<file path="src/rtl/pshift_pkg.sv">
package pshift_pkg;

    typedef enum logic {
        BUF_EMPTY = 1'b0,
        BUF_HELD  = 1'b1
    } hold_state_t;

endpackage

</file>
<file path="src/rtl/pshift_trig_sync.sv">
module pshift_trig_sync #(
    parameter int SYNC_STAGES = 2
) (
    input  logic clk,
    input  logic rst_n,
    input  logic trig_in,
    input  logic edge_fall,
    output logic shift_en
);
    // stage 0 is nearest the pin; stage SYNC_STAGES holds the previous synced value
    logic [SYNC_STAGES:0] chain_q;
    logic                 rise_seen;
    logic                 fall_seen;

    always_ff @(posedge clk or negedge rst_n) begin
        if (!rst_n) begin
            chain_q <= '0;
        end else begin
            chain_q <= {chain_q[SYNC_STAGES-1:0], trig_in};
        end
    end

    always_comb begin
        rise_seen = chain_q[SYNC_STAGES-1] & ~chain_q[SYNC_STAGES];
        fall_seen = ~chain_q[SYNC_STAGES-1] & chain_q[SYNC_STAGES];
        shift_en  = edge_fall ? fall_seen : rise_seen;
    end

endmodule

</file>
<file path="src/rtl/pshift_holdbuf.sv">
module pshift_holdbuf
    import pshift_pkg::*;
#(
    parameter int MAX_LEN = 16,
    parameter int MIN_LEN = 4,
    localparam int LEN_W  = $clog2(MAX_LEN + 1)
) (
    input  logic               clk,
    input  logic               rst_n,
    input  logic               wr_en,
    input  logic [MAX_LEN-1:0] wr_word,
    input  logic [LEN_W-1:0]   wr_len,
    input  logic               frame_end,
    output logic               take,
    output logic [MAX_LEN-1:0] held_word,
    output logic [LEN_W-1:0]   held_len,
    output logic               buf_empty
);
    hold_state_t      state_q;
    hold_state_t      state_d;
    logic [LEN_W-1:0] len_clamped;

    always_comb begin
        if (wr_len < LEN_W'(MIN_LEN)) begin
            len_clamped = LEN_W'(MIN_LEN);
        end else if (wr_len > LEN_W'(MAX_LEN)) begin
            len_clamped = LEN_W'(MAX_LEN);
        end else begin
            len_clamped = wr_len;
        end
    end

    // state register
    always_ff @(posedge clk or negedge rst_n) begin
        if (!rst_n) begin
            state_q <= BUF_EMPTY;
        end else begin
            state_q <= state_d;
        end
    end

    // next state
    always_comb begin
        state_d = state_q;
        unique case (state_q)
            BUF_EMPTY: begin
                if (wr_en) state_d = BUF_HELD;          // fill
            end
            BUF_HELD: begin
                if (wr_en)          state_d = BUF_HELD; // overwrite
                else if (frame_end) state_d = BUF_EMPTY; // drain
            end
            default: state_d = BUF_EMPTY;
        endcase
    end

    // held data
    always_ff @(posedge clk or negedge rst_n) begin
        if (!rst_n) begin
            held_word <= '0;
            held_len  <= LEN_W'(MIN_LEN);
        end else if (wr_en) begin
            held_word <= wr_word;
            held_len  <= len_clamped;
        end
    end

    // outputs
    always_comb begin
        take      = (state_q == BUF_HELD) && frame_end;
        buf_empty = (state_q == BUF_EMPTY);
    end

endmodule

</file>
<file path="src/rtl/pshift_core.sv">
module pshift_core #(
    parameter int               MAX_LEN    = 16,
    parameter logic [MAX_LEN-1:0] RESET_WORD = MAX_LEN'(8'hC2),
    parameter int               RESET_LEN  = 8,
    localparam int              LEN_W      = $clog2(MAX_LEN + 1),
    localparam int              IDX_W      = $clog2(MAX_LEN)
) (
    input  logic               clk,
    input  logic               rst_n,
    input  logic               shift_en,
    input  logic               take,
    input  logic [MAX_LEN-1:0] load_word,
    input  logic [LEN_W-1:0]   load_len,
    output logic               frame_end,
    output logic [LEN_W-1:0]   cur_len,
    output logic [LEN_W-1:0]   frame_pos,
    output logic               ser_out
);
    logic [MAX_LEN-1:0] pat_q;
    logic [LEN_W-1:0]   len_q;
    logic [LEN_W-1:0]   pos_q;
    logic               out_q;
    logic [IDX_W-1:0]   top_idx;
    logic               top_bit;
    logic [MAX_LEN-1:0] rotated;
    logic [MAX_LEN-1:0] load_masked;

    always_comb begin
        top_idx = IDX_W'(len_q - 1'b1);
        top_bit = pat_q[top_idx];
        rotated = '0;
        rotated[0] = top_bit;
        for (int i = 1; i < MAX_LEN; i++) begin
            if (LEN_W'(i) < len_q) rotated[i] = pat_q[i-1];
        end
        for (int i = 0; i < MAX_LEN; i++) begin
            load_masked[i] = (LEN_W'(i) < load_len) ? load_word[i] : 1'b0;
        end
        frame_end = shift_en && (pos_q == len_q - 1'b1);
    end

    always_ff @(posedge clk or negedge rst_n) begin
        if (!rst_n) begin
            pat_q <= RESET_WORD;
            len_q <= LEN_W'(RESET_LEN);
            pos_q <= '0;
            out_q <= 1'b0;
        end else if (shift_en) begin
            out_q <= top_bit;
            if (frame_end) begin
                pos_q <= '0;
                if (take) begin
                    pat_q <= load_masked;
                    len_q <= load_len;
                end else begin
                    pat_q <= rotated;
                end
            end else begin
                pos_q <= pos_q + 1'b1;
                pat_q <= rotated;
            end
        end
    end

    assign cur_len   = len_q;
    assign frame_pos = pos_q;
    assign ser_out   = out_q;

endmodule

</file>
<file path="src/rtl/pshift_top.sv">
module pshift_top #(
    parameter int               MAX_LEN     = 16,
    parameter int               MIN_LEN     = 4,
    parameter int               SYNC_STAGES = 2,
    parameter logic [MAX_LEN-1:0] RESET_WORD  = MAX_LEN'(8'hC2),
    parameter int               RESET_LEN   = 8,
    localparam int              LEN_W       = $clog2(MAX_LEN + 1)
) (
    input  logic               clk,
    input  logic               rst_n,
    input  logic               trig_in,
    input  logic               edge_fall,
    input  logic               wr_en,
    input  logic [MAX_LEN-1:0] wr_word,
    input  logic [LEN_W-1:0]   wr_len,
    output logic               buf_empty,
    output logic               ser_out
);
    logic               shift_en;
    logic               frame_end;
    logic               take;
    logic [MAX_LEN-1:0] held_word;
    logic [LEN_W-1:0]   held_len;
    logic [LEN_W-1:0]   cur_len;
    logic [LEN_W-1:0]   frame_pos;

    pshift_trig_sync #(
        .SYNC_STAGES (SYNC_STAGES)
    ) u_sync (
        .clk       (clk),
        .rst_n     (rst_n),
        .trig_in   (trig_in),
        .edge_fall (edge_fall),
        .shift_en  (shift_en)
    );

    pshift_holdbuf #(
        .MAX_LEN (MAX_LEN),
        .MIN_LEN (MIN_LEN)
    ) u_hold (
        .clk       (clk),
        .rst_n     (rst_n),
        .wr_en     (wr_en),
        .wr_word   (wr_word),
        .wr_len    (wr_len),
        .frame_end (frame_end),
        .take      (take),
        .held_word (held_word),
        .held_len  (held_len),
        .buf_empty (buf_empty)
    );

    pshift_core #(
        .MAX_LEN    (MAX_LEN),
        .RESET_WORD (RESET_WORD),
        .RESET_LEN  (RESET_LEN)
    ) u_core (
        .clk       (clk),
        .rst_n     (rst_n),
        .shift_en  (shift_en),
        .take      (take),
        .load_word (held_word),
        .load_len  (held_len),
        .frame_end (frame_end),
        .cur_len   (cur_len),
        .frame_pos (frame_pos),
        .ser_out   (ser_out)
    );

endmodule

</file>
<file path="config.mk">
export PLATFORM = sky130hd
export DESIGN_NAME = pshift_top
export DESIGN_NICKNAME = d
export VERILOG_FILES = /design/src/rtl/pshift_pkg.sv /design/src/rtl/pshift_trig_sync.sv /design/src/rtl/pshift_holdbuf.sv /design/src/rtl/pshift_core.sv /design/src/rtl/pshift_top.sv
export SDC_FILE = /design/constraint.sdc
export NUM_CORES = 1
export LEC_CHECK = 0
export ABC_CLOCK_PERIOD_IN_PS = 4700
export BUFFER_PORTS_ARGS = -buffer_cell sky130_fd_sc_hd__buf_2
export CORE_MARGIN = 5
export CORE_UTILIZATION = 45
export CTS_BUF_LIST = sky130_fd_sc_hd__clkbuf_8
export CTS_CLUSTER_SIZE = 10
export DETAILED_ROUTE_END_ITERATION = 8
export PLACE_DENSITY = 0.63
export RECOVER_POWER = 100
export SYNTH_ARGS = -nofsm -noshare
export SYNTH_HDL_FRONTEND = slang
export SYNTH_SLANG_ARGS = --single-unit
</file>
<file path="constraint.sdc">
create_clock -name clk -period 4.7 [get_ports clk]
set_clock_uncertainty 0.05 [all_clocks]
set_input_delay 1.41 -clock clk [delete_from_list [all_inputs] [get_ports clk]]
set_output_delay 1.41 -clock clk [all_outputs]
set_load 0.03 [all_outputs]
</file>
After elaboration in Yosys (flattened, before gate mapping). Index checks and enable logic that the tools add are counted.

Bits in registers: 52. Input port bits: 26. Output and inout port bits: 2. Logic and storage cells: 96.

$add $sub $neg: 2. $lt $le $gt $ge: 34. Eq/ne operators: 1. Multiplexer cells: 43. Bitwise logic cells: 5. Reductions and logical operators: 3.

Operators with widths (number): 4-bit by 5-bit less-than comparator with 1-bit output (first input constant) (16); 3-bit by 5-bit less-than comparator with 1-bit output (first input constant) (8); 1-bit 2-to-1 mux (36); 16-bit 2-to-1 mux (2); 2-bit by 5-bit less-than comparator with 1-bit output (first input constant) (4); 1-bit by 5-bit less-than comparator with 1-bit output (first input constant) (3); 5-bit 2-to-1 mux (3); 5-bit by 1-bit adder with 5-bit output (second input constant) (1); 5-bit == test (1); 5-bit > comparator (second input constant) (1); 4-bit by 5-bit less-than comparator with 1-bit output (second input constant) (1); 5-bit by 3-bit less-than comparator with 1-bit output (second input constant) (1); 5-bit by 1-bit subtractor with 5-bit output (second input constant) (1); 1-bit binary-select mux with 4-bit select (1); 1-bit inverter (3); 3-bit AND reduction (1); 1-bit AND (2); 1-bit logical AND (2); 1-bit case mux with 2 select lines (1).

Depth between registers and ports, before layout. Gate-level depths: netlist of the first run.

Depth in word-level cells: 7. Mapped depth: 9. Depth with buffers taken out: 7.

Modules after synthesis. Synthesis of the first run repeated with hierarchy kept, for this count alone.

Cell total of the unflattened synthesis: 278. Area total of the unflattened synthesis: 2886.5 µm².

Modules (own cells, without submodules): pshift_core (instances 1, cells each 216, area an instance 1934.4 µm²); pshift_holdbuf (instances 1, cells each 56, area an instance 854.6 µm²); pshift_trig_sync (instances 1, cells each 6, area an instance 97.6 µm²).

Least setup slack after synthesis of the first run. Ideal clock, no wire load.

Path type: input-to-reg. From: in edge_fall. To: reg u_core.len_q[2] (netlist: u_core.cur_len[2]). Arrival time: 2623 ps. Setup slack: 1903 ps. Cell stages on the path: 6. Buffers on the path: 1. Cell sequence: nand2_1 o22ai_1 buf_2 nand4_1 nor2_2 mux2_2.

Word-level cells in the longest chain between the ends: 4.

Ends and longest elaborated chain: start: declaration (line pshift_top.sv:12) `input logic edge_fall,`; 1-bit 2-to-1 mux (*) (line pshift_trig_sync.sv:26) `shift_en = edge_fall ? fall_seen : rise_seen;`; 1-bit logical AND (line pshift_core.sv:39) `frame_end = shift_en && (pos_q == len_q - 1'b1);`; 1-bit logical AND (line pshift_holdbuf.sv:70) `take = (state_q == BUF_HELD) && frame_end;`; 3-bit AND reduction (no line) (*); end signal: assignment (line pshift_core.sv:45) `len_q <= LEN_W'(RESET_LEN);`; end signal: assignment (line pshift_core.sv:54) `len_q <= load_len;`; end: declaration (line pshift_core.sv:20) `logic [LEN_W-1:0] len_q;`.

Every way passes the cells marked *; elsewhere a longest branch is shown, timed or not. A chain may end at the register's enable or synchronous reset.

Final worst setup path of the first run.
From: reg u_core.len_q[0] (netlist: u_core.cur_len[0]). To: reg u_core.pat_q[14].

Word-level cells in the longest chain between the ends: 6. Elaborated cells between the ends (all ways): 8. Those cells by class: add/sub (1); order compare (1); eq/ne (1); mux (3); reduce/logical (2).

Ends and longest elaborated chain: 5-bit by 1-bit subtractor with 5-bit output (line pshift_core.sv:39); 5-bit == test (line pshift_core.sv:39); 1-bit logical AND (line pshift_core.sv:39); 1-bit logical AND (line pshift_holdbuf.sv:70); 16-bit 2-to-1 mux (line pshift_core.sv:52) `if (take) begin`; 16-bit 2-to-1 mux (*) (line pshift_core.sv:50) `if (frame_end) begin`; end signal: assignment (line pshift_core.sv:53) `pat_q <= load_masked;`; end signal: assignment (line pshift_core.sv:56) `pat_q <= rotated;`; end signal: assignment (line pshift_core.sv:60) `pat_q <= rotated;`; end: declaration (line pshift_core.sv:19) `logic [MAX_LEN-1:0] pat_q;`.

Marked as above.

==> results of run 1 <==
## flip-flops by register name (all words and copies together) (netlist names)
| signal | flops |
|---|---|
| u_core.pat_q | 16 |
| u_hold.held_word | 16 |
| u_core.cur_len | 5 |
| u_core.frame_pos | 5 |
| u_hold.held_len | 5 |
| u_sync.chain_q | 3 |
| u_core.ser_out | 1 |
| u_hold.state_q | 1 |
## cell type report
type                    count  area share [%]
clock buffers               5           2.251
clock inverters             3           1.392
inverters                  10           1.228
multi-input cells         197           44.33
flip-flops and latches     52           42.78
well taps                  75           3.070
repair buffers             30           4.953
## worst max path at each step
stage	endpoint	startpoint	depth (start not counted)	slack [ns]
2_1_floorplan	u_core.cur_len[2]$_DFFE_PN0P_	edge_fall	6	1.90
3_3_place_gp	u_core.cur_len[4]$_DFFE_PN0P_	edge_fall	7	1.69
3_5_place_dp	u_core.cur_len[4]$_DFFE_PN0P_	edge_fall	7	1.64
4_1_cts	u_core.pat_q[7]$_DFFE_PN1P_	u_core.cur_len[0]$_DFFE_PN0P_	7	1.71
5_1_grt	u_core.pat_q[11]$_DFFE_PN0P_	u_core.cur_len[0]$_DFFE_PN0P_	7	1.0
6_report	u_core.pat_q[14]$_DFFE_PN0P_	u_core.cur_len[0]$_DFFE_PN0P_	7	1.27
## report_power, final
group          total, mW  switching (mW)  leakage (nW)  internal, mW
registers          0.528          0.0396         0.626         0.488
clock network      0.307           0.149        0.0541         0.158
logic              0.149          0.0813         0.613        0.0676
## critical path: cells and delay by family, from the launching register on
kind	cells	cell delay, ns
XOR/XNOR	1	0.25
flip-flops	1	0.64
AO/OA/AOI/OAI	4	1.89
buffers and inverters	1	0.14
adder cells (fa/ha/maj)	1	0.27
## placed cells by master (no fill, tap or decap), types with 4 or more instances in the layout
master,n
nor3_1,5
clkbuf_1,5
nor2b_1,4
mux4_2,5
o22ai_1,5
mux2_2,19
o21ai_0,27
nand3_1,14
dfstp_2,5
o311ai_0,4
nand2_1,37
nand4_1,4
buf_2,22
inv_1,10
o221ai_1,6
dfrtp_1,47
xnor2_1,5
clkbuf_8,5
nor2_1,13
## per-stage QoR
stage / power, mW / util [%] / hold slack [ns] / setup WS [ns]
2_1_floorplan: 0.6313 / - / 0.2812 / 1.903
5_1_grt: 1.037 / 51.02 / 0.3210 / 0.9993
3_5_place_dp: 0.6879 / 49.67 / 0.2951 / 1.645
3_3_place_gp: 0.6865 / 49.67 / 0.2821 / 1.690
4_1_cts: 0.9934 / 51.52 / 0.3178 / 1.710
6_report: 0.9829 / 51.02 / 0.3161 / 1.269
## logic make-up (layout without fill, tap and decap cells)
| family | after synthesis | count (layout) | share of synthesized area [%] |
|---|---|---|---|
| compound gates | 70 | 70 | 17.59 |
| xor+xnor | 7 | 7 | 2.449 |
| fa+ha+maj | 3 | 3 | 1.336 |
| buf+inv | 27 | 48 | 4.408 |
| flops | 52 | 52 | 46.53 |
| mux | 24 | 24 | 11.62 |
| simple gates | 93 | 93 | 16.07 |
## per-layer routing
metal	track usage (%)	vias to the layer above	share of wire, %
met2	28.07	65	46
met3	4.885	9	6.1
met4	5.683	0	1.6
met5	0	-	0
li1	-	1045	-
met1	25.18	1055	46
==> flow_metrics.env, run 1 <==
export IMPL_status="finished, final reports clean"
export IMPL_drv_slew=0
export IMPL_antenna_found_initial=0
export IMPL_clock_sinks=52
export IMPL_yosysWarnings=0
export IMPL_grt_total_usage_pct=18.20
export IMPL_vias=2174
export IMPL_max_cap_violations=0
export IMPL_yosys_area_top_type_share_pct=41.85
export IMPL_crit_type="reg2reg"
export IMPL_post_cts_setup_buffer_count=0
export IMPL_cts_root_buf="clkbuf_8"
export IMPL_grt_max_degree=30
export IMPL_slowest_delay_ns=1.11
export IMPL_period_share_pct=73.00
export IMPL_dieArea_um2=7925
export IMPL_cts_buffers=5
export IMPL_io_buffer_count=27
export IMPL_drtIter0Drc=147
export IMPL_timing_slew_headroom_pct=12.99
export IMPL_drive_gt1_share_pct=21.55
export IMPL_drt_pass1_iterations=4
export IMPL_viasPerCell=5.844
export IMPL_setup_viol=0
export IMPL_clk_pin_slew_ns=0.09
export IMPL_htreeDepth=2
export IMPL_grt_pass1_wl_mm=11.04
export IMPL_nets=325
export IMPL_ios=28
export IMPL_period_needed_ns=3.431
export IMPL_place_area_um2=2975
export IMPL_dp_hpwl_mm=4.781
export IMPL_initial_core_util_pct=46.91
export IMPL_routabilityCongestion=0.9099
export IMPL_synth_fp_nets=305
export IMPL_syn_to_final_growth_pct=8.771
export IMPL_holdPathStages=0
export IMPL_syn_area_per_cell_um2=10.18
export IMPL_drc=0
export IMPL_wirelength_mm=6.420
export IMPL_hold_violations=0
export IMPL_worstPathRequired_ns=4.78
export IMPL_worst_path_max_delay_cell="o31ai_1"
export IMPL_synthFlopType="dfrtp_1"
export IMPL_yosysSeqAreaShare_pct=46.53
export IMPL_path_max_fanout=11
export IMPL_reg2reg_slack_ns=1.27
export IMPL_cts_tree="built"
export IMPL_insertion_delay_ns=0.30
export IMPL_ys_types=51
export IMPL_hold_path_class="reg2reg"
export IMPL_multi_input_area_um2=1355
export IMPL_postRouteAntennaNets=0
export IMPL_die_h_um=89.03
export IMPL_synth_area_um2=2810
export IMPL_synth_most_common_cell="dfrtp_1"
export IMPL_r2r_cells=7
export IMPL_synth_area_leaders="dfrtp_1 (42%), mux2_2 (7.6%), nand2_1 (4.9%)"
export IMPL_regArea_um2=1308
export IMPL_cts_buffer_depth=2
export IMPL_fmax_ghz=0.2914
export IMPL_p_per_area_nw_per_um2=321.6
export IMPL_endpoint_kind="flip-flop"
export IMPL_rows=28
export IMPL_core_um2=5991
export IMPL_hold_start="u_sync.chain_q[0]$_DFF_PN0_"
export IMPL_avgRoutedWirePerCell_um=17.26
export IMPL_reg2reg_to="u_core.pat_q[14]$_DFFE_PN0P_"
export IMPL_min_delay_worst_endpoint="u_sync.chain_q[1]$_DFF_PN0_"
export IMPL_start_kind="flip-flop"
export IMPL_tightest_slew_ns=1.294
export IMPL_vdd_drop_max_mv=0.2197
export IMPL_rsz0062_at_grt="no"
export IMPL_fill_cells=558
export IMPL_async_flop_share_pct=100.0
export IMPL_arrival_ns=3.51
export IMPL_fp_dieW_um=89.03
export IMPL_synth_seq_cells=52
export IMPL_grt_ovfl_total=0
export IMPL_synth_enable_flop_cells=0
export IMPL_post_place_cells=364
export IMPL_cts_resized=0
export IMPL_yosys_top_cells_count="dfrtp_1 (47), nand2_1 (37), o21ai_0 (26), mux2_2 (19), nand3_1 (14)"
export IMPL_diodes=0
export IMPL_cts_hold_buf=0
export IMPL_yosysTopAreaCell="dfrtp_1"
export IMPL_path_cells="inv_1 -> ha_1 -> xnor2_1 -> o21ai_0 -> o22a_1 -> o31ai_1 -> o221ai_1"
export IMPL_final_area_um2=3057
export IMPL_p_leak_nw=1.294
export IMPL_r2r_start="u_core.cur_len[0]$_DFFE_PN0P_"
export IMPL_grt_pass1_vias=2179
export IMPL_syn_inst=276
export IMPL_finalNonFillerCells=372
export IMPL_setup_tns_ns=0
Note: power is estimated with default switching activity, not from simulation.
==> inputs of run 2 (changes only) <==
--- a/config.mk
+++ b/config.mk
@@ -5,7 +5,7 @@
 export SDC_FILE = /design/constraint.sdc
 export NUM_CORES = 1
 export LEC_CHECK = 0
-export ABC_CLOCK_PERIOD_IN_PS = 4700
+export ABC_CLOCK_PERIOD_IN_PS = 3350
 export BUFFER_PORTS_ARGS = -buffer_cell sky130_fd_sc_hd__buf_2
 export CORE_MARGIN = 5
 export CORE_UTILIZATION = 45
==> constraint.sdc (replaced) <==
create_clock -name clk -period 3.35 [get_ports clk]
set_clock_uncertainty 0.05 [all_clocks]
set_input_delay 1.005 -clock clk [delete_from_list [all_inputs] [get_ports clk]]
set_output_delay 1.005 -clock clk [all_outputs]
set_load 0.03 [all_outputs]
==> flow_metrics.env, run 2 (same netlist as run 1, synthesis figures left out) <==
export IMPL_cts_root_buf="clkbuf_8"
export IMPL_startpoint="u_core.cur_len[0]$_DFFE_PN0P_"
export IMPL_diodes=0
export IMPL_place_area_um2=2983
export IMPL_r2r_cells=7
export IMPL_endpoint="u_core.cur_len[2]$_DFFE_PN0P_"
export IMPL_crit_type="reg2reg"
export IMPL_p_leak_nw=1.294
export IMPL_period_needed_ns=2.911
export IMPL_grt_total_usage_pct=18.00
export IMPL_hold_start="u_sync.chain_q[0]$_DFF_PN0_"
export IMPL_worstPathRequired_ns=3.50
export IMPL_period_share_pct=86.90
export IMPL_drive_gt1_share_pct=22.15
export IMPL_core_um2=5991
export IMPL_vias=2195
export IMPL_highest_layer="met4"
export IMPL_fill_cells=560
export IMPL_drt_pass1_iterations=4
export IMPL_cts_resized=0
export IMPL_arrival_ns=3.06
export IMPL_die_h_um=89.03
export IMPL_path_max_fanout=10
export IMPL_antenna_found_initial=0
export IMPL_dr_wl_met3_um=423
export IMPL_avgRoutedWirePerCell_um=17.49
export IMPL_met1_length_mm=2.958
export IMPL_dieArea_um2=7925
export IMPL_vdd_drop_max_mv=0.2269
export IMPL_grt_ovfl_total=0
export IMPL_routabilityCongestion=0.8608
export IMPL_final_area_um2=3053
export IMPL_fmax_ghz=0.3435
export IMPL_hold_path_class="reg2reg"
export IMPL_cts_buffer_depth=2
export IMPL_tightest_slew_ns=1.172
export IMPL_clk_pin_slew_ns=0.10
export IMPL_cts_tree="built"
export IMPL_endpoint_kind="flip-flop"
export IMPL_cts_hold_buf=0
export IMPL_fp_dieW_um=89.03
export IMPL_ios=28
export IMPL_nets=326
export IMPL_hold_violations=0
export IMPL_grt_pass1_wl_mm=10.89
export IMPL_max_cap_violations=0
export IMPL_drc=0
export IMPL_timing_slew_headroom_pct=21.85
export IMPL_post_cts_setup_buffer_count=0
export IMPL_io_buffer_count=27
export IMPL_reg_top3="u_core.pat_q x16, u_hold.held_word x16"
export IMPL_reg2reg_to="u_core.cur_len[2]$_DFFE_PN0P_"
export IMPL_dp_hpwl_mm=4.817
export IMPL_drtIter0Drc=192
export IMPL_rsz0062_at_grt="no"
export IMPL_mostFrequentLayoutCell="dfrtp_1"
export IMPL_insertion_delay_ns=0.31
export IMPL_setup_tns_ns=0
export IMPL_final_cell_mix="dfrtp_1 (47), nand2_1 (37), o21ai_0 (27)"
export IMPL_clock_sinks=52
export IMPL_p_per_area_nw_per_um2=431.3
export IMPL_wirelength_mm=6.522
export IMPL_htreeDepth=2
export IMPL_drv_slew=0
export IMPL_status="finished, final reports clean"
export IMPL_start_kind="flip-flop"
export IMPL_grt_max_degree=36
export IMPL_grt_pass1_vias=2144
export IMPL_rows=28
export IMPL_viasPerCell=5.885
export IMPL_cts_buffers=5
export IMPL_setup_viol=0
export IMPL_syn_to_final_growth_pct=8.638
export IMPL_postRouteAntennaNets=0
export IMPL_initial_core_util_pct=46.91
export IMPL_reg2reg_slack_ns=0.44
export IMPL_r2r_start="u_core.cur_len[0]$_DFFE_PN0P_"
export IMPL_wl_met2_mm=3.022
-- run 2: layout make-up --
| class | instances | area, um2 | area share, % |
|---|---|---|---|
| Sequential cell | 52 | 1308 | 42.83 |
| Inverter | 10 | 37.54 | 1.230 |
| Tap cell | 75 | 93.84 | 3.074 |
| Multi-Input combinational cell | 197 | 1369 | 44.84 |
| Clock buffer | 5 | 68.82 | 2.254 |
| Clock inverter | 3 | 22.52 | 0.7377 |
| Timing Repair Buffer | 31 | 153.9 | 5.041 |
-- run 2: critical path: stages, from the launching register on --
cell and delay, ns:
dfrtp_1 0.61, inv_1 0.15, ha_1 0.42, xnor2_1 0.16
nor2_1 0.20, nand4_1 0.28, nor2_1 0.53, mux2_2 0.40
-- run 2: how the worst min path moves through the flow --
stage	end	slack [ns]	depth (start not counted)
finish	u_sync.chain_q[1]$_DFF_PN0_	0.31	0
global route	u_sync.chain_q[1]$_DFF_PN0_	0.34	0
CTS	u_sync.chain_q[1]$_DFF_PN0_	0.31	0
detailed placement	u_sync.chain_q[1]$_DFF_PN0_	0.29	0
global placement	u_sync.chain_q[1]$_DFF_PN0_	0.28	0
floorplan	u_sync.chain_q[1]$_DFF_PN0_	0.28	0
-- run 2: layer usage --
metal	up-vias	GRT usage, %
met5	-	0
met4	0	6.495
met2	69	28.07
met3	10	4.424
li1	1051	-
met1	1065	24.50
-- run 2: metrics by stage --
| step | utilization (%) | setup slack [ns] | hold WS, ns | instances | power, mW |
|---|---|---|---|---|---|
| floorplan | - | 0.9575 | 0.2812 | 276 | 0.8857 |
| global placement | 49.79 | 0.6077 | 0.2837 | 365 | 0.9587 |
| detailed placement | 49.79 | 0.5588 | 0.2893 | 365 | 0.9629 |
| CTS | 51.32 | 0.5702 | 0.3137 | 373 | 1.334 |
| global route | 50.96 | 0.1776 | 0.3402 | 373 | 1.384 |
| finish | 50.96 | 0.4389 | 0.3148 | 373 | 1.317 |
-- run 2: power by group --
group / leakage [nW] / switching [mW] / internal, mW
logic: 0.619 / 0.111 / 0.0952
clock network: 0.0485 / 0.219 / 0.150
registers: 0.626 / 0.0570 / 0.684
total: 1.29 / 0.387 / 0.930
